$ cat config.mk
export PLATFORM = sky130hd
export DESIGN_NAME = ipi_ctrl
export DESIGN_NICKNAME = d
export VERILOG_FILES = /design/src/rtl/ipi_pkg.sv /design/src/rtl/ipi_decode.sv /design/src/rtl/ipi_slot.sv /design/src/rtl/ipi_ctrl.sv
export SDC_FILE = /design/constraint.sdc
export NUM_CORES = 1
export LEC_CHECK = 0
export BUFFER_PORTS_ARGS = -buffer_cell sky130_fd_sc_hd__buf_2
export CAP_MARGIN = 20
export CELL_PAD_IN_SITES_DETAIL_PLACEMENT = 2
export CELL_PAD_IN_SITES_GLOBAL_PLACEMENT = 2
export CORE_ASPECT_RATIO = 0.9
export CORE_MARGIN = 4
export CORE_UTILIZATION = 37
export CTS_BUF_LIST = sky130_fd_sc_hd__clkbuf_2
export CTS_CLUSTER_DIAMETER = 100
export DETAILED_ROUTE_END_ITERATION = 7
export PLACE_DENSITY = 0.86
export SLEW_MARGIN = 20
export SYNTH_ARGS = -nofsm -noshare
export SYNTH_HDL_FRONTEND = slang
export SYNTH_SLANG_ARGS = --single-unit
$ cat constraint.sdc
create_clock -name clk -period 2.25 [get_ports clk]
set_clock_uncertainty 0.2 [all_clocks]
set_input_delay 0.3375 -clock clk [delete_from_list [all_inputs] [get_ports clk]]
set_output_delay 0.3375 -clock clk [all_outputs]
set_load 0.02 [all_outputs]
$ cat src/rtl/ipi_pkg.sv
package ipi_pkg;
  localparam int WORD_W   = 32;
  localparam int IDX_F_W  = 14;
  localparam int DATA_F_W = 16;
  localparam int ACK_BIT  = 31;
  localparam int SEND_BIT = 30;
  localparam int DST_LSB  = 16;

  function automatic logic [WORD_W-1:0] build_status(
      input logic [IDX_F_W-1:0]  src,
      input logic [DATA_F_W-1:0] payload);
    return {1'b0, 1'b1, src, payload};
  endfunction
endpackage

$ cat src/rtl/ipi_decode.sv
module ipi_decode
  import ipi_pkg::*;
#(
  parameter int NUM_CORES = 1,
  parameter int ADDR_W    = 8
) (
  input  logic [ADDR_W-1:0]    bus_addr,
  input  logic                 bus_we,
  input  logic [WORD_W-1:0]    bus_wdata,
  output logic [NUM_CORES-1:0] ctrl_we,
  output logic [NUM_CORES-1:0] send_hit,
  output logic [NUM_CORES-1:0] ack_en,
  output logic [IDX_F_W-1:0]   src_idx,
  output logic                 rd_ok,
  output logic                 rd_status
);
  localparam int SLOT_W = ADDR_W - 3;

  logic [SLOT_W-1:0]  slot;
  logic [IDX_F_W-1:0] dst;
  logic               slot_ok;
  logic               dst_ok;
  logic               ctrl_wr;
  logic               unused_low;

  assign slot       = bus_addr[ADDR_W-1:3];
  assign dst        = bus_wdata[DST_LSB +: IDX_F_W];
  assign slot_ok    = 32'(slot) < NUM_CORES;
  assign dst_ok     = 32'(dst) < NUM_CORES;
  assign ctrl_wr    = bus_we && !bus_addr[2] && slot_ok;
  assign src_idx    = IDX_F_W'(slot);
  assign rd_ok      = slot_ok;
  assign rd_status  = bus_addr[2];
  assign unused_low = ^bus_addr[1:0];

  for (genvar g = 0; g < NUM_CORES; g++) begin : g_sel
    assign ctrl_we[g]  = ctrl_wr && (32'(slot) == g);
    assign send_hit[g] = ctrl_wr && bus_wdata[SEND_BIT] && dst_ok && (32'(dst) == g);
    assign ack_en[g]   = ctrl_we[g] && bus_wdata[ACK_BIT];
  end
endmodule

$ cat src/rtl/ipi_slot.sv
module ipi_slot
  import ipi_pkg::*;
(
  input  logic                clk,
  input  logic                rst_n,
  input  logic                ctrl_we,
  input  logic                send_hit,
  input  logic                ack_en,
  input  logic [WORD_W-1:0]   wdata,
  input  logic [IDX_F_W-1:0]  src_idx,
  output logic [WORD_W-1:0]   ctrl_q,
  output logic [WORD_W-1:0]   status_q,
  output logic                irq_q
);
  logic [WORD_W-1:0] status_d;
  logic              irq_d;

  // send first, then acknowledge, so a self-send with ack ends cleared
  always_comb begin
    status_d = status_q;
    irq_d    = irq_q;
    if (send_hit) begin
      status_d = build_status(src_idx, wdata[DATA_F_W-1:0]);
      irq_d    = 1'b1;
    end
    if (ack_en) begin
      status_d[SEND_BIT] = 1'b0;
      irq_d              = 1'b0;
    end
  end

  always_ff @(posedge clk or negedge rst_n) begin
    if (!rst_n) begin
      ctrl_q   <= '0;
      status_q <= '0;
      irq_q    <= 1'b0;
    end else begin
      if (ctrl_we) ctrl_q <= wdata;
      status_q <= status_d;
      irq_q    <= irq_d;
    end
  end

  assert_ctrl_hold_R2: assert property (@(posedge clk) disable iff (!rst_n)
    !ctrl_we |=> $stable(ctrl_q));
  assert_ctrl_store_R2: assert property (@(posedge clk) disable iff (!rst_n)
    ctrl_we |=> ctrl_q == $past(wdata));
  assert_send_raises_R3: assert property (@(posedge clk) disable iff (!rst_n)
    (send_hit && !ack_en) |=> irq_q && status_q[SEND_BIT]);
  assert_ack_clears_R4: assert property (@(posedge clk) disable iff (!rst_n)
    ack_en |=> !irq_q && !status_q[SEND_BIT]);
  assert_ack_keeps_fields_R4: assert property (@(posedge clk) disable iff (!rst_n)
    (ack_en && !send_hit) |=> status_q[SEND_BIT-1:0] == $past(status_q[SEND_BIT-1:0]));
  assert_idle_stable_R7: assert property (@(posedge clk) disable iff (!rst_n)
    (!send_hit && !ack_en) |=> $stable(status_q) && $stable(irq_q));
  assert_line_matches_R9: assert property (@(posedge clk) disable iff (!rst_n)
    irq_q == status_q[SEND_BIT]);
endmodule

$ cat src/rtl/ipi_ctrl.sv
module ipi_ctrl
  import ipi_pkg::*;
#(
  parameter int NUM_CORES = 1,
  parameter int ADDR_W    = 8
) (
  input  logic                 clk,
  input  logic                 rst_n,
  input  logic [ADDR_W-1:0]    bus_addr,
  input  logic                 bus_we,
  input  logic [31:0]          bus_wdata,
  output logic [31:0]          bus_rdata,
  output logic [NUM_CORES-1:0] irq_o
);
  localparam int SLOT_W = ADDR_W - 3;

  logic [NUM_CORES-1:0] ctrl_we;
  logic [NUM_CORES-1:0] send_hit;
  logic [NUM_CORES-1:0] ack_en;
  logic [IDX_F_W-1:0]   src_idx;
  logic                 rd_ok;
  logic                 rd_status;
  logic [WORD_W-1:0]    ctrl_q   [NUM_CORES];
  logic [WORD_W-1:0]    status_q [NUM_CORES];

  ipi_decode #(.NUM_CORES(NUM_CORES), .ADDR_W(ADDR_W)) u_dec (
    .bus_addr (bus_addr),
    .bus_we   (bus_we),
    .bus_wdata(bus_wdata),
    .ctrl_we  (ctrl_we),
    .send_hit (send_hit),
    .ack_en   (ack_en),
    .src_idx  (src_idx),
    .rd_ok    (rd_ok),
    .rd_status(rd_status)
  );

  for (genvar g = 0; g < NUM_CORES; g++) begin : g_slot
    ipi_slot u_slot (
      .clk     (clk),
      .rst_n   (rst_n),
      .ctrl_we (ctrl_we[g]),
      .send_hit(send_hit[g]),
      .ack_en  (ack_en[g]),
      .wdata   (bus_wdata),
      .src_idx (src_idx),
      .ctrl_q  (ctrl_q[g]),
      .status_q(status_q[g]),
      .irq_q   (irq_o[g])
    );
  end

  always_comb begin
    bus_rdata = '0;
    for (int i = 0; i < NUM_CORES; i++) begin
      if (rd_ok && (32'(bus_addr[ADDR_W-1:3]) == i))
        bus_rdata = rd_status ? status_q[i] : ctrl_q[i];
    end
  end

  logic far_send;
  assign far_send = bus_we && !bus_addr[2] && bus_wdata[SEND_BIT] && !bus_wdata[ACK_BIT]
                    && (32'(bus_wdata[DST_LSB +: IDX_F_W]) >= NUM_CORES);

  logic far_slot;
  assign far_slot = bus_we && (32'(bus_addr[ADDR_W-1:3]) >= NUM_CORES);

  assert_far_dest_R6: assert property (@(posedge clk) disable iff (!rst_n)
    far_send |=> $stable(irq_o));
  assert_far_slot_R1: assert property (@(posedge clk) disable iff (!rst_n)
    far_slot |=> $stable(irq_o));
  assert_status_write_R7: assert property (@(posedge clk) disable iff (!rst_n)
    (bus_we && bus_addr[2]) |=> $stable(irq_o));
  assert_single_writer_R1: assert property (@(posedge clk) disable iff (!rst_n)
    $onehot0(ctrl_we) && $onehot0(send_hit));
  assert_slot_width_ok: assert property (@(posedge clk) disable iff (!rst_n)
    SLOT_W > 0);
endmodule

# Word level (Yosys, flattened, before mapping)
# Cells that the tools add are included.
[totals]
elab_cells = 24
reg_bits = 55
input_bits = 43
[op_classes]
n_reduce_logical = 12
order_cmp = 2
n_mux = 6
[ops]
columns = ["cell", "count"]
rows = [
  ["2-to-1 mux 32 bit", 2],
  ["2-to-1 mux 31 bit", 1],
  ["logical NOT 14 bit", 1],
  ["less-than comparator 14 x 1 -> 1 bit, second input constant", 1],
  ["logical AND 1 bit", 8],
  ["logical NOT 5 bit", 1],
  ["less-than comparator 5 x 1 -> 1 bit, second input constant", 1],
  ["2-to-1 mux 1 bit", 3],
  ["nonzero test 2 bit", 1],
  ["logical NOT 1 bit", 1],
]

# Logic depth before layout (Yosys ltp)
# Gate-level depths: netlist (run 1).
[depth]
depth_word = 8
mapped_depth = 5
mapped_depth_nobuf = 4

# Hierarchy
# Synthesis (run 1) repeated with hierarchy kept, for this count alone.
[unflattened]
cells_unflattened = 242
hier_area_um2 = 3619.7
[by_module_without_submodules]
columns = ["mod", "cells_per_inst", "area_per_inst_um2", "instances"]
rows = [
  ["ipi_slot", 138, 2691.3, 1],
  ["ipi_ctrl", 78, 723.2, 1],
  ["ipi_decode", 26, 205.2, 1],
]

# Worst setup path before layout (run 1)
# No wires, ideal clock.
[synth_timing]
path_type = "input port to output port"
start = "in bus_addr[3]"
end = "out bus_rdata[21]"
path_buffers = 0
t_arrival_ps = 1295
setup_slack_ps = 418
stages = 4
cell_sequence = "nor3_2 -> nand2_1 -> nor2_1 -> and2_1"
[synth_between]
elab_chain_len = 3
word_cells_on_any_way = 4
cone_classes = "order compare (1); mux (1); reduce/logical (2)"
[synth_lines]
columns = ["item", "line", "source"]
rows = [
  ["start: declaration", "ipi_ctrl.sv:9", "input logic [ADDR_W-1:0] bus_addr,"],
  ["less-than comparator 5 x 1 -> 1 bit or logical NOT 5 bit (tied branches)", "ipi_decode.sv:28, ipi_ctrl.sv:56", ""],
  ["logical AND 1 bit *", "ipi_ctrl.sv:56", "if (rd_ok && (32'(bus_addr[ADDR_W-1:3]) == i))"],
  ["2-to-1 mux 32 bit *", "ipi_ctrl.sv:56", ""],
  ["end: declaration", "ipi_ctrl.sv:12", "output logic [31:0] bus_rdata,"],
]
# Mark *: on every way between the ends. The rest lies on a longest branch, timed or not.

# Final worst setup path (run 1)
[layout_timing]
start = "in bus_wdata[26]"
end = "reg g_slot[0].u_slot.status_q[6]"
[layout_between]
elab_chain_len = 3
word_cells_on_any_way = 4
cone_classes = "order compare (1); reduce/logical (3)"
[layout_lines]
columns = ["item", "line", "source"]
rows = [
  ["start: declaration", "ipi_ctrl.sv:11", "input logic [31:0] bus_wdata,"],
  ["less-than comparator 14 x 1 -> 1 bit", "ipi_decode.sv:29", "assign dst_ok = 32'(dst) < NUM_CORES;"],
  ["logical AND 1 bit", "ipi_decode.sv:38", "assign send_hit[g] = ctrl_wr && bus_wdata[SEND_BIT] && dst_ok && (32'(dst) == g);"],
  ["logical AND 1 bit *", "ipi_decode.sv:38", ""],
  ["end signal: assignment", "ipi_slot.sv:39", "status_q <= status_d;"],
  ["end: declaration", "ipi_slot.sv:12", "output logic [WORD_W-1:0] status_q,"],
]
# Marked as above.
# A chain may end at the register's enable or synchronous reset.

==> impl_metrics.toml, run 1 <==
[status]
outcome = "complete, no violations"

[layout]
layout-drive-gt1-share_pct = 47.1
final_core_util_pct = 51.8
fin_cells = 387
syn_to_final_growth_pct = 35.9
layout.nets = 340
antennaDiodeCount = 0

[cts]
insertion_delay_ns = 0.42
numCtsBuffers = 5
post-cts-setup-buffer-count = 0
h-tree-depth = 2
cts-root-buf = "clkbuf_2"
cts.clk_slew.worst_paths_ns = 0.29
cts_tree = "done"
clk_path_buf_depth = 2
cts_sinks = 55

[grt]
grt_pass1_vias = 2208
grt_pass1_wl_mm = 12.2
grt_overflow = 0
antenna_found_initial = 0
track_usage_pct = 19.9
grt_max_degree = 33

[critical_path]
cp-end-kind = "register"
startpoint_type = "input port"
required_ns = 2.39
cp_max_fo = 23
cp_data_arrival_time_ns = 2.27
crit_type = "in -> reg"

[placed_design]
pre_cts_ws_ns = 0.152
dp.cells = 347
hpwl_mm = 4.60
place.gp.congestion = 0.679
port_buffers = 73

[yosys]
yosysWarningCount = 0
synth-seq-area-share_pct = 55.2
synth_commonest_cells = "dfrtp_1, mux2_2, nor2_1"
synthCells = 186
synthFlopType = "dfrtp_1"
synth_fp_nets = 229
yosys-top-cells-area = "dfrtp_1, mux2_2, mux2i_1"
syn_area_um2 = 2490
postSynthAreaPerCell_um2 = 13.4
synth_top_cell_area_share_pct = 55.2
synth_edf_count = 0
synth_seq_cells = 55
synthArstFlopShare_pct = 100
synth_most_common_cell = "dfrtp_1"
synth_area_leader_cell = "dfrtp_1"
synth.distinct_cells = 21

[floorplanning]
num_rows = 28
die_area_um2 = 8120
die_w_um = 94.6
start_util_pct = 38.1
die_h_um = 85.9
io_pins = 76
coreArea_um2 = 6550

[route]
drc = 0
ant_nets = 0
vias_per_cell = 4.87
wirelength_mm = 7.39
avgRoutedWirePerCell_um = 19.1
drt-pass1-iter-count = 4
dr.first_iter.drc_count = 26
vias = 1886

[pwr]
clockPowerShare_pct = 26.4
p_sw_mw = 0.448
leakagePower_nw = 1.80
irDropWorstVdd_v = 0.000510
switching_share_pct = 24.2
powerDensity_nw_per_um2 = 545
comb_power_share_pct = 13.8
p_int_mw = 1.40
seqPwrFrac_pct = 59.9

[timing]
finalWorstSetupSlack_ns = 0.116
hold_violations = 0
max-slew-margin-rel_pct = 62.2
setup_viol = 0
fmax_mhz = 469
hold_slack_ns = 0.109
period_needed_ns = 2.13
slew_violations = 0
tightest_slew_ns = 0.567
setup_tns_ns = 0
rsz0062_at_grt = "false"
finalCritPeriodShare_pct = 94.8

[min_path]
holdCritPathClass = "in -> reg"

[flow_run]
maxCapViolCount = 0
-- registers in the layout, summed over array words and instances (netlist names) --
signal	cells
g_slot.u_slot.status_q	22
g_slot.u_slot.ctrl_q	32
g_slot.u_slot.irq_q	1
-- worst max-delay path: stages --
cell and delay [ns]:
dlygate4sd3_1 0.54, buf_2 0.14, nor4b_2 0.34, nand4_1 0.21
nor2_4 0.16, buf_12 0.19, mux2_2 0.36
-- power by group through the flow --
stage	Sequential, mW	Clock, mW	Combinational, mW
final	1.11	0.487	0.254
after global routing	1.12	0.565	0.282
after CTS	1.10	0.503	0.250
after detailed placement	1.12	0	0.205
after global placement	1.11	0	0.194
after floorplan	1.11	0	0.114
-- area by class of cell --
type | instances | area (um2)
clock inverter | 1 | 30.0
fill | 657 | 3160
tap | 90 | 113
clock buffer | 6 | 30.0
timing repair buffer | 114 | 781
multi-input combinational | 121 | 1060
sequential | 55 | 1380
-- cell families (layout without fill, tap and decap cells) --
| kind of cell | after synthesis | count (layout) | share of synthesized area (%) |
|---|---|---|---|
| buffers and inverters | 10 | 121 | 2.56 |
| and+or+nand+nor | 49 | 49 | 11.1 |
| DFF | 55 | 55 | 55.2 |
| muxes | 70 | 70 | 30.5 |
| AOI/OAI and AO/OA | 2 | 2 | 0.702 |
-- routing by layer --
| layer | up-vias | global-route usage, % | part of all wire [%] |
|---|---|---|---|
| met5 | - | 0 | 0 |
| met4 | 0 | 6.42 | 2.3 |
| met3 | 16 | 4.12 | 3.4 |
| met2 | 43 | 36.3 | 55 |
| met1 | 953 | 23.4 | 39 |
| li1 | 874 | - | - |
-- through the flow --
step	power, mW	area (um2)
global placement	1.31	2990
finish	1.85	3390
CTS	1.86	3380
floorplan	1.22	2490
global route	1.96	3390
detailed placement	1.33	2990
-- cell usage in the layout, fill, tap and decap left out, types with 2 or more instances in the layout --
| cell type | synthesis | layout |
|---|---|---|
| a2bb2oi_1 | 2 | 2 |
| and2_1 | 10 | 10 |
| and2b_1 | 3 | 3 |
| buf_12 | 0 | 2 |
| buf_2 | 6 | 73 |
| buf_4 | 0 | 6 |
| clkbuf_2 | 0 | 6 |
| dfrtp_1 | 55 | 55 |
| dlygate4sd3_1 | 0 | 33 |
| mux2_2 | 48 | 48 |
| mux2i_1 | 22 | 22 |
| nor2_1 | 24 | 24 |
| nor2b_1 | 2 | 2 |
| nor4_1 | 2 | 2 |
-- timing repair --
action,CTS,global route
hold endpoints to repair,74,0
resized for setup,0,1
hold buffers,33,0
endpoints found under the setup margin,0,16
-- path summary, 6_finish.rpt --
| path | startpoint | end | slack, ns | cells after the start |
|---|---|---|---|---|
| setup / recovery | bus_wdata[26] | g_slot[0].u_slot.status_q[6] | 0.12 | 7 |
| hold / removal | bus_we | g_slot[0].u_slot.status_q[30] | 0.11 | 3 |
| hold reg to reg | g_slot[0].u_slot.ctrl_q[14] | g_slot[0].u_slot.ctrl_q[14] | 0.34 | 1 |
| min in group asynchronous | rst_n | g_slot[0].u_slot.status_q[9] | 0.19 | 2 |
| max in group asynchronous | rst_n | g_slot[0].u_slot.ctrl_q[2] | 1.06 | 3 |
| setup reg to reg | g_slot[0].u_slot.ctrl_q[20] | g_slot[0].u_slot.ctrl_q[20] | 1.24 | 1 |
No activity file was read; power rests on OpenSTA's default activity.
==> run 2: changes to the inputs <==
BUFFER_PORTS_ARGS = unset   (was -buffer_cell sky130_fd_sc_hd__buf_2)
CORE_UTILIZATION = 46   (was 37)
DONT_BUFFER_PORTS = 1   (was unset)
==> run 2 against run 1 <==
Compared with the run above:
- die area shrank 18%
- wire length shrank 0.46%
- largest cell class unchanged
- design area is 7.3% lower
- clock power is 24% lower
- global-route usage increased by 3.1 points
- highest routed layer unchanged
- critical path type is now in -> out
- cell count fell by 19%
- non-clock buffer count shrank 50
- critical path depth is 2 lower
- fmax up 11%
- hold slack better by 0.024 ns
==> impl_metrics.toml, run 2 (synthesis results as in run 1) <==
[status]
outcome = "complete, no violations"

[timing]
setup_tns_ns = 0
hold_violations = 0
finalCritPeriodShare_pct = 85.1
fmax_mhz = 522
slew_violations = 0
rsz0062_at_grt = "false"
max-slew-margin-rel_pct = 69.3
finalWorstSetupSlack_ns = 0.334
hold_slack_ns = 0.134
period_needed_ns = 1.92
setup_viol = 0
tightest_slew_ns = 0.460

[route]
wirelength_mm = 7.35
vias_per_cell = 5.46
dr.first_iter.drc_count = 27
drc = 0
ant_nets = 0
vias = 1719
avgRoutedWirePerCell_um = 23.3
drt-pass1-iter-count = 3

[grt]
antenna_found_initial = 0
grt_overflow = 0
track_usage_pct = 23.0
grt_max_degree = 56
grt_pass1_vias = 2075
grt_pass1_wl_mm = 11.4

[critical_path]
cp_common_cell = "buf_4"
startpoint_type = "input port"
cp_data_arrival_time_ns = 1.38
crit_type = "in -> out"
crit_chain = "nor3_2 > nand2_1 > buf_4 > nor2_1 > buf_4"
cpPeakStageDelay_ns = 0.28
cp_max_fo = 23
required_ns = 1.71
crit_slowest_cell = "nor3_2"
cp-end-kind = "output pin"

[floorplanning]
die_area_um2 = 6670
die_w_um = 85.6
num_rows = 25
die_h_um = 77.9
coreArea_um2 = 5260
io_pins = 76
start_util_pct = 47.5

[cts]
cts.clk_slew.worst_paths_ns = 0.26
numCtsBuffers = 5
cts_hold_buf = 36
cts_tree = "done"
h-tree-depth = 2
insertion_delay_ns = 0.43
cts-root-buf = "clkbuf_2"
cts_resized = 0
clk_path_buf_depth = 2
cts_sinks = 55
post-cts-setup-buffer-count = 0

[pwr]
p_total_mw = 1.69
leakagePower_nw = 1.58
powerDensity_nw_per_um2 = 538
irDropWorstVdd_v = 0.000378

[layout]
layout-drive-gt1-share_pct = 34.3
finalInstanceArea_um2 = 3140
final_cell_mix = "dfrtp_1, mux2_2, dlygate4sd3_1"
antennaDiodeCount = 0
fin_cells = 315
layout.nets = 290
final_core_util_pct = 59.8
regMostFlops = "g_slot.u_slot.ctrl_q"
mostFrequentLayoutCell = "dfrtp_1"
fill_cells = 480
regArea_um2 = 1380
reg.largest.list = "g_slot.u_slot.ctrl_q: 32 flops, g_slot.u_slot.status_q: 22 flops, g_slot.u_slot.irq_q: 1 flops"
syn_to_final_growth_pct = 26.0
multi_input_area_um2 = 1050
largest_reg_flops = 32

[min_path]
holdCritPathClass = "in -> reg"

[placed_design]
hpwl_mm = 4.68
pre_cts_ws_ns = 0.260
placed_area_um2 = 2720
dp.cells = 270
place.gp.congestion = 0.766
port_buffers = 0

[flow_run]
maxCapViolCount = 0
## run 2: cell types whose count changed in the layout (fill, tap and decap cells not counted)
cell / delta
buf_2: -73
bufinv_16: -1
clkinv_1: +2
nor4b_2: -1
buf_16: +1
buf_12: -2
dlygate4sd3_1: +3
buf_4: +21
nor4b_1: +1
## run 2: layout make-up
cell class / count / area share, %
Clock buffer: 6 / 0.955
Clock inverter: 2 / 0.239
Sequential cell: 55 / 43.8
Timing Repair Buffer: 64 / 18.8
Multi-Input combinational cell: 121 / 33.6
Tap cell: 67 / 2.67
## run 2: worst paths after layout
| path | to | slack [ns] | start | cells past startpoint |
|---|---|---|---|---|
| worst max-delay path | bus_rdata[2] | 0.33 | bus_addr[3] | 5 |
| worst min-delay path | g_slot[0].u_slot.status_q[16] | 0.13 | bus_we | 4 |
| worst max register to register | g_slot[0].u_slot.status_q[30] | 0.80 | g_slot[0].u_slot.status_q[30] | 2 |
| worst min register to register | g_slot[0].u_slot.ctrl_q[1] | 0.34 | g_slot[0].u_slot.ctrl_q[1] | 1 |
| max in group asynchronous | g_slot[0].u_slot.status_q[2] | 1.39 | rst_n | 2 |
| min in group asynchronous | g_slot[0].u_slot.ctrl_q[19] | 0.21 | rst_n | 2 |
## run 2: worst max-delay path: cells and delay by family
family,cells,cell delay (ns)
buffers and inverters,2,0.42
and+or+nand+nor,3,0.61
## run 2: report_power, final
group | total (mW) | internal [mW] | switching, mW
sequential | 1.11 | 1.07 | 0.0465
combinational | 0.207 | 0.127 | 0.0809
clock | 0.372 | 0.0746 | 0.297
total | 1.69 | 1.27 | 0.424
## run 2: metal layers
metal / share of wire (%) / global-route usage, %
met5: 0 / 0
met4: 1.7 / 6.49
met3: 4.7 / 6.48
met2: 57 / 44.0
met1: 36 / 24.3
==> run 3: changes to the inputs <==
BUFFER_PORTS_ARGS = -buffer_cell sky130_fd_sc_hd__buf_2   (was unset)
CORE_UTILIZATION = 37   (was 46)
DONT_BUFFER_PORTS = unset   (was 1)
REMOVE_ABC_BUFFERS = 1   (was unset)
==> run 3 against run 2 <==
Compared with the run above:
- sequential power barely moved
- register-to-register slack improved by 0.41 ns
- critical endpoint is now g_slot[0].u_slot.status_q[6]
- highest routed layer unchanged
- wire length rose by 12%
- sequential cell count did not move
- hold slack got worse by 0.035 ns
- sequential share of layout area fell by 3.2 points
==> impl_metrics.toml, run 3 (synthesis results as in run 1) <==
[floorplanning]
coreArea_um2 = 6550
die_h_um = 85.9
die_w_um = 94.6
io_pins = 76
die_area_um2 = 8120
num_rows = 28
start_util_pct = 38.1

[min_path]
worstHoldStart = "bus_we"
holdCritPathClass = "in -> reg"

[pwr]
p_sw_mw = 0.497
irDropWorstVdd_v = 0.000314
powerDensity_nw_per_um2 = 529
seqPwrFrac_pct = 62.0
switching_share_pct = 27.8
leakagePower_nw = 1.80
p_int_mw = 1.29
clockPowerShare_pct = 23.4
comb_power_share_pct = 14.5

[grt]
grt_pass1_vias = 2321
grt_max_degree = 33
grt_pass1_wl_mm = 13.1
grt_overflow = 0
antenna_found_initial = 0
track_usage_pct = 22.1

[critical_path]
crit_type = "in -> reg"
required_ns = 2.44
cp_max_fo = 12
worstReg2RegStart = "g_slot[0].u_slot.ctrl_q[22]"
cp_data_arrival_time_ns = 2.33
cp-end-kind = "register"
startpoint_type = "input port"
startpoint = "bus_wdata[26]"

[cts]
cts.clk_slew.worst_paths_ns = 0.32
cts_resized = 0
cts_sinks = 55
numCtsBuffers = 5
cts-root-buf = "clkbuf_2"
post-cts-setup-buffer-count = 0
insertion_delay_ns = 0.46
cts_tree = "done"
h-tree-depth = 2
clk_path_buf_depth = 2

[timing]
period_needed_ns = 2.14
tightest_slew_ns = 0.582
hold_violations = 0
setup_tns_ns = 0
rsz0062_at_grt = "false"
fmax_mhz = 467
finalCritPeriodShare_pct = 95.2
slew_violations = 0
setup_viol = 0
max-slew-margin-rel_pct = 61.2

[placed_design]
place.gp.congestion = 0.768
placed_area_um2 = 3010
port_buffers = 73
hpwl_mm = 5.05

[layout]
reg.largest.list = "g_slot.u_slot.ctrl_q: 32 flops, g_slot.u_slot.status_q: 22 flops, g_slot.u_slot.irq_q: 1 flops"
mostFrequentLayoutCell = "buf_2"
final_cell_mix = "buf_2, dfrtp_1, mux2_2"
layout.nets = 341
syn_to_final_growth_pct = 35.8
regMostFlops = "g_slot.u_slot.ctrl_q"
antennaDiodeCount = 0
layout-drive-gt1-share_pct = 47.2
finalInstanceArea_um2 = 3390
largest_reg_flops = 32

[route]
vias_per_cell = 4.85
wirelength_mm = 8.26
avgRoutedWirePerCell_um = 21.2
dr.first_iter.drc_count = 56
ant_nets = 0
vias = 1886
drc = 0
drt-pass1-iter-count = 3

[flow_run]
maxCapViolCount = 0

[status]
outcome = "complete, no violations"
==> run 3: cell types whose count changed in the layout (fill, tap and decap cells not counted), sizes merged <==
cell / change
buf: +54
dlygate4sd3: -3
clkinvlp: +1
clkinv: -1
==> run 3: power by group through the flow <==
| stage | Combinational, mW | Sequential, mW | Clock (mW) |
|---|---|---|---|
| floorplan | 0.103 | 1.11 | 0 |
| global placement | 0.195 | 1.11 | 0 |
| detailed placement | 0.209 | 1.12 | 0 |
| CTS | 0.256 | 1.11 | 0.411 |
| global route | 0.287 | 1.12 | 0.485 |
| finish | 0.260 | 1.11 | 0.420 |
==> run 3: what timing repair did <==
action                     4_1_cts  5_1_grt
setup endpoints to repair        0        0
hold endpoints to repair        73        0
hold buffers                    33        0
==> run 3: layout make-up <==
type                    instances  area (um2)
fillers                       662        3160
flip-flops and latches         55        1380
multi-input cells             121        1050
repair buffers                115         801
well taps                      90         113
clock buffers                   6        30.0
clock inverters                 2        12.5
==> run 3: worst paths after layout <==
kind,to,slack [ns],cells past startpoint
max in group asynchronous,g_slot[0].u_slot.ctrl_q[27],1.01,3
min,g_slot[0].u_slot.irq_q,0.1,3
max reg2reg,g_slot[0].u_slot.ctrl_q[22],1.21,1
min in group asynchronous,g_slot[0].u_slot.status_q[10],0.13,2
max,g_slot[0].u_slot.status_q[6],0.11,7
min reg2reg,g_slot[0].u_slot.status_q[18],0.34,1
==> run 3: critical path, cell delays in order <==
cell and delay (ns):
dlygate4sd3_1 0.57, buf_2 0.15, nor4b_1 0.39, nand4_1 0.20, nor2_4 0.19, buf_12 0.16
mux2_2 0.33
==> run 3: stage by stage <==
step / hold slack (ns) / total power, mW / util (%) / cells / setup WS [ns]
floorplan: -0.158 / 1.21 / - / 176 / 0.0263
global placement: 0.162 / 1.31 / 46.0 / 348 / 0.210
detailed placement: 0.159 / 1.33 / 46.0 / 348 / 0.166
CTS: 0.123 / 1.77 / 51.7 / 389 / 0.124
global route: 0.0645 / 1.89 / 51.7 / 389 / 0.0691
finish: 0.0987 / 1.79 / 51.7 / 389 / 0.108
==> run 3: layer usage <==
metal | global-route usage, % | routed length [um]
met5 | 0 | 0
met4 | 7.21 | 136
met3 | 3.51 | 272
met2 | 43.9 | 4820
met1 | 23.3 | 3030
